### src/rtl/lspi_pkg.sv
`timescale 1ns/1ps
package lspi_pkg;
    localparam int CLS_W = 3;
    localparam int NSTG  = 4;
    localparam int S_DSP = 0;
    localparam int S_AG  = 1;
    localparam int S_CR  = 2;
    localparam int S_WB  = NSTG - 1;

    typedef enum logic [CLS_W-1:0] {
        OP_LOAD  = 3'd0,
        OP_FLOAD = 3'd1,
        OP_STORE = 3'd2,
        OP_RESV  = 3'd3,
        OP_BARR  = 3'd4
    } op_cls_e;

    typedef enum logic [1:0] {
        WB_EMPTY  = 2'd0,
        WB_SETTLE = 2'd1,
        WB_RETIRE = 2'd2
    } wb_st_e;
endpackage

### src/rtl/lspi_stage.sv
`timescale 1ns/1ps
module lspi_stage
    import lspi_pkg::*;
(
    input  logic    clk,
    input  logic    rst_n,
    input  logic    load_i,
    input  logic    leave_i,
    input  op_cls_e cls_i,
    output logic    busy_o,
    output op_cls_e cls_o
);
    always_ff @(posedge clk) begin
        if (!rst_n) begin
            busy_o <= 1'b0;
            cls_o  <= OP_LOAD;
        end else if (load_i) begin
            busy_o <= 1'b1;
            cls_o  <= cls_i;
        end else if (leave_i) begin
            busy_o <= 1'b0;
        end
    end
endmodule

### src/rtl/lspi_wb_ctrl.sv
`timescale 1ns/1ps
module lspi_wb_ctrl
    import lspi_pkg::*;
(
    input  logic    clk,
    input  logic    rst_n,
    input  logic    take_i,
    input  op_cls_e cls_i,
    input  logic    commit_i,
    input  logic    drain_ok_i,
    output logic    busy_o,
    output op_cls_e cls_o,
    output logic    leave_o
);
    wb_st_e state_q, state_d, entry_st;

    always_ff @(posedge clk) begin
        if (!rst_n) begin
            state_q <= WB_EMPTY;
            cls_o   <= OP_LOAD;
        end else begin
            state_q <= state_d;
            if (take_i) cls_o <= cls_i;
        end
    end

    always_comb begin
        entry_st = (cls_i == OP_FLOAD) ? WB_SETTLE : WB_RETIRE;
        state_d  = state_q;
        unique case (state_q)
            WB_EMPTY:  state_d = take_i ? entry_st : WB_EMPTY;
            WB_SETTLE: state_d = WB_RETIRE;
            WB_RETIRE: if (leave_o) state_d = take_i ? entry_st : WB_EMPTY;
            default:   state_d = WB_EMPTY;
        endcase
    end

    always_comb begin
        leave_o = 1'b0;
        unique case (state_q)
            WB_RETIRE: leave_o = commit_i & ((cls_o != OP_BARR) | drain_ok_i);
            default:   leave_o = 1'b0;
        endcase
        busy_o = (state_q != WB_EMPTY);
    end
endmodule

### src/rtl/ls_pipe_interlock.sv
`timescale 1ns/1ps
module ls_pipe_interlock
    import lspi_pkg::*;
(
    input  logic             clk,
    input  logic             rst_n,
    input  logic             issue_valid,
    input  logic [CLS_W-1:0] issue_class,
    input  logic             src_ready,
    input  logic             st_data_ready,
    input  logic             commit,
    output logic             issue_accept,
    output logic [NSTG-1:0]  stage_busy,
    output logic [NSTG-1:0]  stage_hold,
    output logic [NSTG-1:0]  stage_adv,
    output logic [NSTG-1:0]  stage_bubble,
    output logic             load_data_valid
);
    op_cls_e [NSTG-1:0] stage_cls;
    op_cls_e [NSTG-1:0] stg_in;
    logic    [NSTG-1:0] stg_load;
    logic    [NSTG-1:0] stg_free;
    logic    [NSTG-1:0] stg_block;
    logic               resv_ahead, barr_ahead, needs_opnd, wb_leave;

    // stages 0..NSTG-2 are plain occupancy registers
    for (genvar k = 0; k < NSTG - 1; k++) begin : g_stage
        lspi_stage u_stage (
            .clk     (clk),
            .rst_n   (rst_n),
            .load_i  (stg_load[k]),
            .leave_i (stage_adv[k]),
            .cls_i   (stg_in[k]),
            .busy_o  (stage_busy[k]),
            .cls_o   (stage_cls[k])
        );
    end

    lspi_wb_ctrl u_wb (
        .clk        (clk),
        .rst_n      (rst_n),
        .take_i     (stg_load[S_WB]),
        .cls_i      (stg_in[S_WB]),
        .commit_i   (commit),
        .drain_ok_i (!stage_busy[S_AG] && !stage_busy[S_CR]),
        .busy_o     (stage_busy[S_WB]),
        .cls_o      (stage_cls[S_WB]),
        .leave_o    (wb_leave)
    );

    // hazard detection and advance chain
    always_comb begin
        resv_ahead = 1'b0;
        barr_ahead = 1'b0;
        for (int k = S_AG; k < NSTG; k++) begin
            if (stage_busy[k] && stage_cls[k] == OP_RESV) resv_ahead = 1'b1;
            if (stage_busy[k] && stage_cls[k] == OP_BARR) barr_ahead = 1'b1;
        end
        needs_opnd = (stage_cls[S_DSP] != OP_STORE) && (stage_cls[S_DSP] != OP_BARR);

        stg_block        = '0;
        stg_block[S_DSP] = (needs_opnd && !src_ready)
                         || (stage_cls[S_DSP] == OP_RESV && resv_ahead)
                         || barr_ahead;
        stg_block[S_AG]  = (stage_cls[S_AG] == OP_STORE) && !st_data_ready;

        stage_adv[S_WB] = wb_leave;
        stg_free[S_WB]  = !stage_busy[S_WB] || wb_leave;
        for (int k = NSTG - 2; k >= 0; k--) begin
            stage_adv[k] = stage_busy[k] && !stg_block[k] && stg_free[k+1];
            stg_free[k]  = !stage_busy[k] || stage_adv[k];
        end

        issue_accept    = issue_valid && stg_free[S_DSP];
        stg_load[S_DSP] = issue_accept;
        stg_in[S_DSP]   = op_cls_e'(issue_class);
        for (int k = 1; k < NSTG; k++) begin
            stg_load[k] = stage_adv[k-1];
            stg_in[k]   = stage_cls[k-1];
        end

        stage_hold      = stage_busy & ~stage_adv;
        stage_bubble    = stg_free & ~stg_load;
        load_data_valid = wb_leave && (stage_cls[S_WB] == OP_LOAD
                                    || stage_cls[S_WB] == OP_FLOAD);
    end
endmodule

### config.mk
export PLATFORM = sky130hd
export DESIGN_NAME = ls_pipe_interlock
export DESIGN_NICKNAME = d
export VERILOG_FILES = /design/src/rtl/lspi_pkg.sv /design/src/rtl/lspi_stage.sv /design/src/rtl/lspi_wb_ctrl.sv /design/src/rtl/ls_pipe_interlock.sv
export SDC_FILE = /design/constraint.sdc
export NUM_CORES = 1
export LEC_CHECK = 0
export ABC_AREA = 1
export BUFFER_PORTS_ARGS = -buffer_cell sky130_fd_sc_hd__buf_2
export CAP_MARGIN = 20
export CORE_MARGIN = 2
export CORE_UTILIZATION = 50
export CTS_BUF_LIST = sky130_fd_sc_hd__clkbuf_16
export DETAILED_ROUTE_END_ITERATION = 16
export GPL_TIMING_DRIVEN = 0
export MAX_ROUTING_LAYER = met4
export PLACE_DENSITY = 0.84
export SYNTH_ARGS = -nofsm -noshare
export SYNTH_HDL_FRONTEND = slang
export SYNTH_SLANG_ARGS = --single-unit
### constraint.sdc
create_clock -name clk -period 2.7 [get_ports clk]
set_input_delay 0.54 -clock clk [delete_from_list [all_inputs] [get_ports clk]]
set_output_delay 0.54 -clock clk [all_outputs]
set_load 0.05 [all_outputs]
# Word-level counts from Yosys, hierarchy flattened
# Cells that the tools add are included.
word_totals:
  reg_bits: 17
  inputBits: 9
  out_inout_bits: 18
  elab_cells: 86
classes:
  eq_ne: 16
  n_mux: 17
  bitwise_logic: 6
  reduce_logical: 39
op_table:
  columns: ["operator", "n"]
  rows:
  - ["logical AND 1 bit", 18]
  - ["== test 3 x 2 -> 1 bit, second input constant", 5]
  - ["2-to-1 mux 1 bit", 13]
  - ["== test 3 bit, second input constant", 3]
  - ["bitwise AND 4 bit", 2]
  - ["zero test 1 bit", 8]
  - ["NOT 4 bit", 2]
  - ["nonzero test 2 bit", 4]
  - ["logical OR 1 bit", 7]
  - ["== test 3 x 1 -> 1 bit, second input constant", 2]
  - ["2-to-1 mux 2 bit", 3]
  - ["inequality test 3 bit, second input constant", 2]
  - ["one-hot mux 2 bit (3 select lines)", 1]
  - ["zero test 3 bit", 1]
  - ["inequality test 3 x 2 -> 1 bit, second input constant", 1]
  - ["== test 2 x 1 -> 1 bit, second input constant", 1]
  - ["== test 2 bit, second input constant", 1]
  - ["zero test 2 bit", 1]
  - ["inequality test 2 bit, second input constant", 1]
  - ["bitwise AND 1 bit", 1]
  - ["bitwise OR 1 bit", 1]

# Longest topological paths before layout
# Gate-level depths: netlist (run 1).
logic_depth:
  word_depth: 15
  mapped_depth: 12
  ltp_nobuf: 12

# Cells and area by module
# A second synthesis (run 1) with hierarchy kept.
unflattened:
  hier_cells: 149
  hier_area_um2: 930.9
modules_own_cells:
  columns: ["module", "n_inst", "cells_each", "area_per_inst_um2", "seq_area_each_um2"]
  rows:
  - ["lspi_stage", 3, 18, 141.4, 80.1]
  - ["ls_pipe_interlock", 1, 60, 275.3, 0.0]
  - ["lspi_wb_ctrl", 1, 35, 231.5, 100.1]

# Least setup slack after synthesis (run 1)
# Ideal clock, no wire load.
synth_path:
  path_type: "input to output"
  startpoint: "in st_data_ready"
  endpoint: "out issue_accept"
  arrival_time_ns: 1.940
  required_time_ns: 2.160
  slack_ns: 0.220
  stages: 8
  path_buffers: 0
  path_cell_list: "nor2_1 > a31oi_1 > nand2_4 > nand2_2 > nand2_4 > nand2_4 > inv_2 > nor2_1"
synth_via:
  elab_chain_cells: 9
synth_lines:
  columns: ["item", "line", "source"]
  rows:
  - ["start: declaration", "ls_pipe_interlock.sv:10", "input logic st_data_ready,"]
  - ["zero test 1 bit", "ls_pipe_interlock.sv:65", "stg_block[S_AG] = (stage_cls[S_AG] == OP_STORE) && !st_data_ready;"]
  - ["logical AND 1 bit", "ls_pipe_interlock.sv:65", null]
  - ["zero test 1 bit", "ls_pipe_interlock.sv:70", "stage_adv[k] = stage_busy[k] && !stg_block[k] && stg_free[k+1];"]
  - ["logical AND 1 bit (2 in a row)", "ls_pipe_interlock.sv:70", null]
  - ["logical OR 1 bit", "ls_pipe_interlock.sv:71", "stg_free[k] = !stage_busy[k] || stage_adv[k];"]
  - ["logical AND 1 bit", "ls_pipe_interlock.sv:70", null]
  - ["logical OR 1 bit", "ls_pipe_interlock.sv:71", null]
  - ["logical AND 1 bit", "ls_pipe_interlock.sv:74", "issue_accept = issue_valid && stg_free[S_DSP];"]
  - ["end: declaration", "ls_pipe_interlock.sv:12", "output logic issue_accept,"]
# No other way between the ends.

# Final worst setup path (run 1)
layout_path:
  startpoint: "reg g_stage[2].u_stage.busy_o"
  endpoint: "out stage_hold[0]"
layout_via:
  elab_chain_cells: 13
  word_cells_on_any_way: 24
  classes_between: "mux (5); bitwise (4); reduce/logical (15)"
layout_lines:
  columns: ["item", "line", "source"]
  rows:
  - ["start: declaration", "lspi_stage.sv:10", "output logic busy_o,"]
  - ["start signal: assignment", "lspi_stage.sv:15", "busy_o <= 1'b0;"]
  - ["start signal: assignment", "lspi_stage.sv:18", "busy_o <= 1'b1;"]
  - ["start signal: assignment", "lspi_stage.sv:21", "busy_o <= 1'b0;"]
  - ["zero test 1 bit", "ls_pipe_interlock.sv:45, ls_pipe_interlock.sv:71", null]
  - ["logical AND 1 bit", "ls_pipe_interlock.sv:45", ".drain_ok_i (!stage_busy[S_AG] && !stage_busy[S_CR]),"]
  - ["bitwise OR 1 bit", "lspi_wb_ctrl.sv:41", "WB_RETIRE: leave_o = commit_i & ((cls_o != OP_BARR) | drain_ok_i);"]
  - ["bitwise AND 1 bit", "lspi_wb_ctrl.sv:41", null]
  - ["2-to-1 mux 1 bit", "lspi_wb_ctrl.sv:40", "unique case (state_q)"]
  - ["logical OR 1 bit", "ls_pipe_interlock.sv:68", "stg_free[S_WB] = !stage_busy[S_WB] || wb_leave;"]
  - ["logical AND 1 bit", "ls_pipe_interlock.sv:70", null]
  - ["logical OR 1 bit", "ls_pipe_interlock.sv:71", null]
  - ["logical AND 1 bit", "ls_pipe_interlock.sv:70", null]
  - ["logical OR 1 bit", "ls_pipe_interlock.sv:71", null]
  - ["logical AND 1 bit (*)", "ls_pipe_interlock.sv:70", null]
  - ["NOT 4 bit (*)", "ls_pipe_interlock.sv:82", "stage_hold = stage_busy & ~stage_adv;"]
  - ["bitwise AND 4 bit (*)", "ls_pipe_interlock.sv:82", null]
  - ["end: declaration", "ls_pipe_interlock.sv:14", "output logic [NSTG-1:0] stage_hold,"]
# Every way passes the cells marked *; elsewhere a longest branch is shown, timed or not.

==> results of run 1 <==
==> sequential cells by signal, summed over array words and instances, names as in the netlist <==
name,cells
g_stage.u_stage.cls_o,9
g_stage.u_stage.busy_o,3
u_wb.cls_o,3
u_wb.state_q,2
==> layout make-up <==
class                           count  share of cell area
Multi-Input combinational cell     82               0.357
Sequential cell                    17               0.293
Timing Repair Buffer               25               0.108
Inverter                           25              0.0809
Clock buffer                        3              0.0647
Buffer                             10              0.0647
Tap cell                           25              0.0270
Clock inverter                      1             0.00432
==> power groups by stage <==
stage                     logic (mW)  clock network (mW)  registers [mW]
after floorplan                0.156                   0           0.290
after global routing           0.210               0.314           0.293
final                          0.193               0.298           0.290
after global placement         0.188                   0           0.294
after detailed placement       0.192                   0           0.295
after CTS                      0.194               0.301           0.290
==> critical path, stage by stage (launching register included) <==
cell and delay, ps:
dfxtp_1 460, inv_1 70, nand2_1 80, nand3_2 80, nand3_2 110, nand3_2 120
nand2_4 130, nand2_2 80, nand2_4 110, nand2_4 80, inv_2 80, buf_2 260
==> metal layers <==
metal,up-vias,share of wire,routed length [µm]
li1,478,-,-
met1,403,0.43,886
met2,29,0.52,1080
met3,5,0.036,74
met4,0,0.018,38
met5,-,0,0
==> cell usage in the layout (no fill, tap or decap), types with 2 or more instances in the layout <==
master	n
nor2_2	2
nand4_1	2
nor3_1	3
nand3_1	7
nand2_4	3
o21ai_0	10
dfxtp_1	17
nor2_1	18
inv_1	24
buf_2	25
clkbuf_16	3
a21oi_1	12
nand2_1	17
buf_4	10
nand3_2	3
a31oi_1	2
==> stage by stage <==
step	worst slack [ps]	util	power [mW]	instance area, µm²
floorplan	220	-	0.446	923
global placement	456	0.625	0.482	1080
detailed placement	420	0.625	0.487	1080
CTS	246	0.672	0.785	1160
global route	116	0.672	0.816	1160
finish	242	0.672	0.781	1160
==> kinds of logic after synthesis <==
group | count (synthesis)
AO/OA/AOI/OAI | 25
AND/OR/NAND/NOR | 57
buffers and inverters | 35
flip-flops | 17
==> path summary, 6_finish.rpt <==
path / startpoint / to / slack, ps / cells past startpoint
setup / recovery: g_stage[2].u_stage.busy_o$_SDFFE_PN0P_ / stage_hold[0] / 240 / 11
hold / removal: g_stage[1].u_stage.cls_o[2]$_SDFFE_PN0P_ / g_stage[1].u_stage.cls_o[2]$_SDFFE_PN0P_ / 510 / 2
setup reg to reg: g_stage[2].u_stage.busy_o$_SDFFE_PN0P_ / g_stage[0].u_stage.cls_o[0]$_SDFFE_PN0P_ / 1080 / 11
hold reg to reg: g_stage[1].u_stage.cls_o[2]$_SDFFE_PN0P_ / g_stage[1].u_stage.cls_o[2]$_SDFFE_PN0P_ / 510 / 2
==> reports/metrics.yaml, run 1 <==
die:
  die_h_um: 47.0
  die_x_um: 47.0
  rows: 15
  dieArea_um2: 2210
  start_util: 0.535
  io_pins: 27
  coreArea_um2: 1730
timing:
  fin_crit_sh: 0.910
  slew_viol_final: 0
  final_hold_viol_count: 0
  rsz0062_at_grt: "no"
  post-route-min-period_ps: 2460
  finalSetupViolations: 0
  worst_pin_slew_ps: 291
  fmaxAchievable_mhz: 407
  setup_tns_ps: 0
  slew_headroom: 0.805
  holdWs_ps: 507
  fin_skew_ps: 1.73
hold_path:
  hold_class: "reg2reg"
yosys:
  synth-adder-area-share: 0
  synth_area_um2: 923
  yosys.area_share.simple: 0.308
  synth_compound_area_frac: 0.141
  synthFlopType: "dfxtp_1"
  synth.top_cells.by_area: "dfxtp_1 37%, inv_1 9.8%, buf_4 8.1%"
  synth-edff-count: 0
  yosys.area.top_type_share: 0.369
  synth-seq-area-share: 0.369
  yosysTopAreaCell: "dfxtp_1"
  yosysUniqueCellTypes: 18
  synth_most_common_cell: "inv_1"
  syn_avg_cell_area_um2: 6.89
  synth.area.mux_share: 0
  synthXorXnorAreaFrac: 0
  ys_ff_latch: 17
  yosys-top-cells-count: "24 x inv_1, 18 x nor2_1, 17 x dfxtp_1, 17 x nand2_1, 12 x a21oi_1"
  yosys_warnings: 0
  synth_top_family_by_area: "simple AND/OR/NAND/NOR gates"
  syn_inst: 134
  synth-async-reset-ratio: 0
  syn-num-nets: 143
place:
  dp.cells: 184
  place_hpwl_um: 1520
  numPortBuffers: 25
  gp_congestion: 0.839
clocking:
  numCtsBuffers: 3
  clk_pin_slew_worst_paths_ps: 50
  clk_latency_ps: 250
  cts_root_buf: "clkbuf_16"
  cts-resized-gates: 0
  cts_sinks: 17
  cts_hold_buf: 0
  cts_tree: "yes"
  cts_buffer_depth: 2
  postCtsSetupRepairBufs: 0
  h-tree-depth: 1
grt:
  gr-total-overflow: 0
  grt_antenna_before_repair: 0
  gr-usage-met2: 0.384
  track_usage: 0.214
  met3_usage: 0.0346
  grt_pass1_wl_um: 3200
  grt_pass1_vias: 804
  use_met1: 0.218
  grt_max_degree: 11
  busiest_layer: "met2"
power:
  vdd_ir_drop_max_uv: 493
  leakage_nw: 0.613
  p_sw_frac: 0.328
  power_density_nw_per_um2: 674
  p_switching_mw: 0.257
  combPwrFrac: 0.247
  seqPwrFrac: 0.372
  pwr-share-clk: 0.381
  internal_power_mw: 0.525
route:
  wl_per_cell_um: 11.0
  drcViolationCount: 0
  viasPerCell: 4.87
  vias: 915
  routed_wl_um: 2080
  drt_iter0_drc: 25
  firstDrtPassIters: 6
  ant_nets: 0
outcome:
  status: "completed"
layout:
  drive_above_1_share: 0.301
  fill_cells: 160
  area_growth_pct: 25.6
  stdcell_count: 188
  fin_nets: 173
  multi_input_area_um2: 414
  diodes: 0
  seqCellArea_um2: 340
worst_setup_path:
  arrival_ps: 1920
  path_class: "reg2out"
  start_kind: "flip-flop"
  required_ps: 2160
  crit_fanout: 8
  end_kind: "output pin"
job:
  maxCapViolCount: 0
Note: power is estimated with default switching activity, not from simulation.
==> inputs of run 2 (changes only) <==
BUFFER_PORTS_ARGS = -buffer_cell sky130_fd_sc_hd__clkbuf_2   (was -buffer_cell sky130_fd_sc_hd__buf_2)
==> run 2 against run 1 <==
- non-clock buffer count did not move
- global-route usage shrank 1.2 points
- maximum frequency up 1.5%
- via count shrank 2.1%
- first-iteration DRC count grew 16%
- sequential power about the same
- register-to-register slack improved by 50 ps
- clock skew about the same
- worst setup slack better by 36 ps
- combinational power about the same
- die area unchanged
- clock power down 3%
- critical path type unchanged
- critical endpoint is now stage_bubble[0]
==> reports/metrics.yaml, run 2 (same netlist as run 1, synthesis figures left out) <==
die:
  rows: 15
  die_x_um: 47.0
  die_h_um: 47.0
  io_pins: 27
  start_util: 0.535
  coreArea_um2: 1730
  dieArea_um2: 2210
power:
  vdd_ir_drop_max_uv: 463
  power_density_nw_per_um2: 663
  leakage_nw: 0.610
layout:
  fill_cells: 160
  largest_reg_flops: 9
  area_growth_pct: 25.5
  mostFrequentLayoutCells: "25 x inv_1, 25 x clkbuf_2, 18 x nor2_1, 17 x nand2_1, 17 x dfxtp_1"
  drive_above_1_share: 0.294
  top_regs: "g_stage.u_stage.cls_o (9), g_stage.u_stage.busy_o (3), u_wb.cls_o (3)"
  utilization: 0.671
  diodes: 0
  fin_nets: 173
  max_flop_register: "g_stage.u_stage.cls_o"
  fin_area_um2: 1160
worst_setup_path:
  arrival_ps: 1880
  end_kind: "output pin"
  start_kind: "flip-flop"
  required_ps: 2160
  reg2reg_from: "g_stage[2].u_stage.busy_o$_SDFFE_PN0P_"
  crit_fanout: 8
  r2r_setup_slack_ps: 1130
  path_class: "reg2out"
  crit_start: "g_stage[1].u_stage.busy_o$_SDFFE_PN0P_"
clocking:
  clk_latency_ps: 240
  clk_pin_slew_worst_paths_ps: 50
  cts_hold_buf: 0
  postCtsSetupRepairBufs: 0
  cts_tree: "yes"
  cts-resized-gates: 0
  numCtsBuffers: 3
  h-tree-depth: 1
  cts_buffer_depth: 2
  cts_root_buf: "clkbuf_16"
  cts_sinks: 17
place:
  place_hpwl_um: 1490
  gp_congestion: 0.839
  numPortBuffers: 25
  place_area_um2: 1080
  dp_slack_ps: 410
timing:
  worst_pin_slew_ps: 278
  post-route-min-period_ps: 2420
  fin_skew_ps: 2.19
  timing.final.ws_setup_ps: 278
  slew_headroom: 0.814
  slew_viol_final: 0
  fmaxAchievable_mhz: 413
  setup_tns_ps: 0
  fin_crit_sh: 0.897
  rsz0062_at_grt: "no"
  final_hold_viol_count: 0
  finalSetupViolations: 0
route:
  firstDrtPassIters: 4
  drt_iter0_drc: 29
  drcViolationCount: 0
  vias: 896
  wl_per_cell_um: 9.89
  routed_wl_um: 1860
  viasPerCell: 4.77
  ant_nets: 0
grt:
  grt_pass1_wl_um: 3040
  grt_max_degree: 11
  gr-total-overflow: 0
  grt_antenna_before_repair: 0
  track_usage: 0.202
  grt_pass1_vias: 754
job:
  maxCapViolCount: 0
outcome:
  status: "completed"
hold_path:
  hold_class: "reg2reg"
  hold_start: "g_stage[1].u_stage.cls_o[2]$_SDFFE_PN0P_"
-- run 2: area by class of cell --
type / instances / area, µm² / share of cell area
repair buffers: 25 / 125 / 0.108
multi-input cells: 82 / 414 / 0.357
clock inverters: 1 / 3.75 / 0.00324
well taps: 25 / 31.3 / 0.0270
clock buffers: 3 / 75.1 / 0.0648
flip-flops and latches: 17 / 340 / 0.294
inverters: 25 / 93.8 / 0.0810
plain buffers: 10 / 75.1 / 0.0648
-- run 2: per-stage QoR --
| stage | hold WS (ps) | instances | power [mW] |
|---|---|---|---|
| after detailed placement | 499 | 184 | 0.486 |
| final | 510 | 188 | 0.768 |
| after floorplan | 466 | 134 | 0.446 |
| after CTS | 508 | 188 | 0.774 |
| after global routing | 536 | 188 | 0.805 |
| after global placement | 489 | 184 | 0.482 |
-- run 2: power by group --
group          switching, mW  internal, mW  total [mW]
sequential            0.0188         0.271       0.290
combinational          0.136        0.0550       0.191
clock                 0.0917         0.196       0.288
-- run 2: path summary, 6_finish.rpt --
check                                                           endpoint  cells past startpoint
worst max-delay path                                     stage_bubble[0]                     12
worst min-delay path            g_stage[1].u_stage.cls_o[2]$_SDFFE_PN0P_                      2
worst max register to register  g_stage[0].u_stage.cls_o[1]$_SDFFE_PN0P_                     11
worst min register to register  g_stage[1].u_stage.cls_o[2]$_SDFFE_PN0P_                      2
-- run 2: routing by layer --
metal | global-route usage | share of wire | up-vias
met1 | 0.221 | 0.44 | 397
li1 | - | - | 478
met4 | 0.0667 | 0.0070 | 0
met3 | 0.0346 | 0.036 | 2
met5 | - | 0 | -
met2 | 0.364 | 0.51 | 19
-- run 2: critical path, cell delays in order, from the launching register on --
cell and delay (ps):
dfxtp_1 350, inv_1 90, nand2_1 70, nand3_2 70, nand3_2 110, nand3_2 130
nand2_4 80, nand2_2 100, nand2_4 80, nand2_4 110, inv_2 50, nor2_2 100
clkbuf_2 290
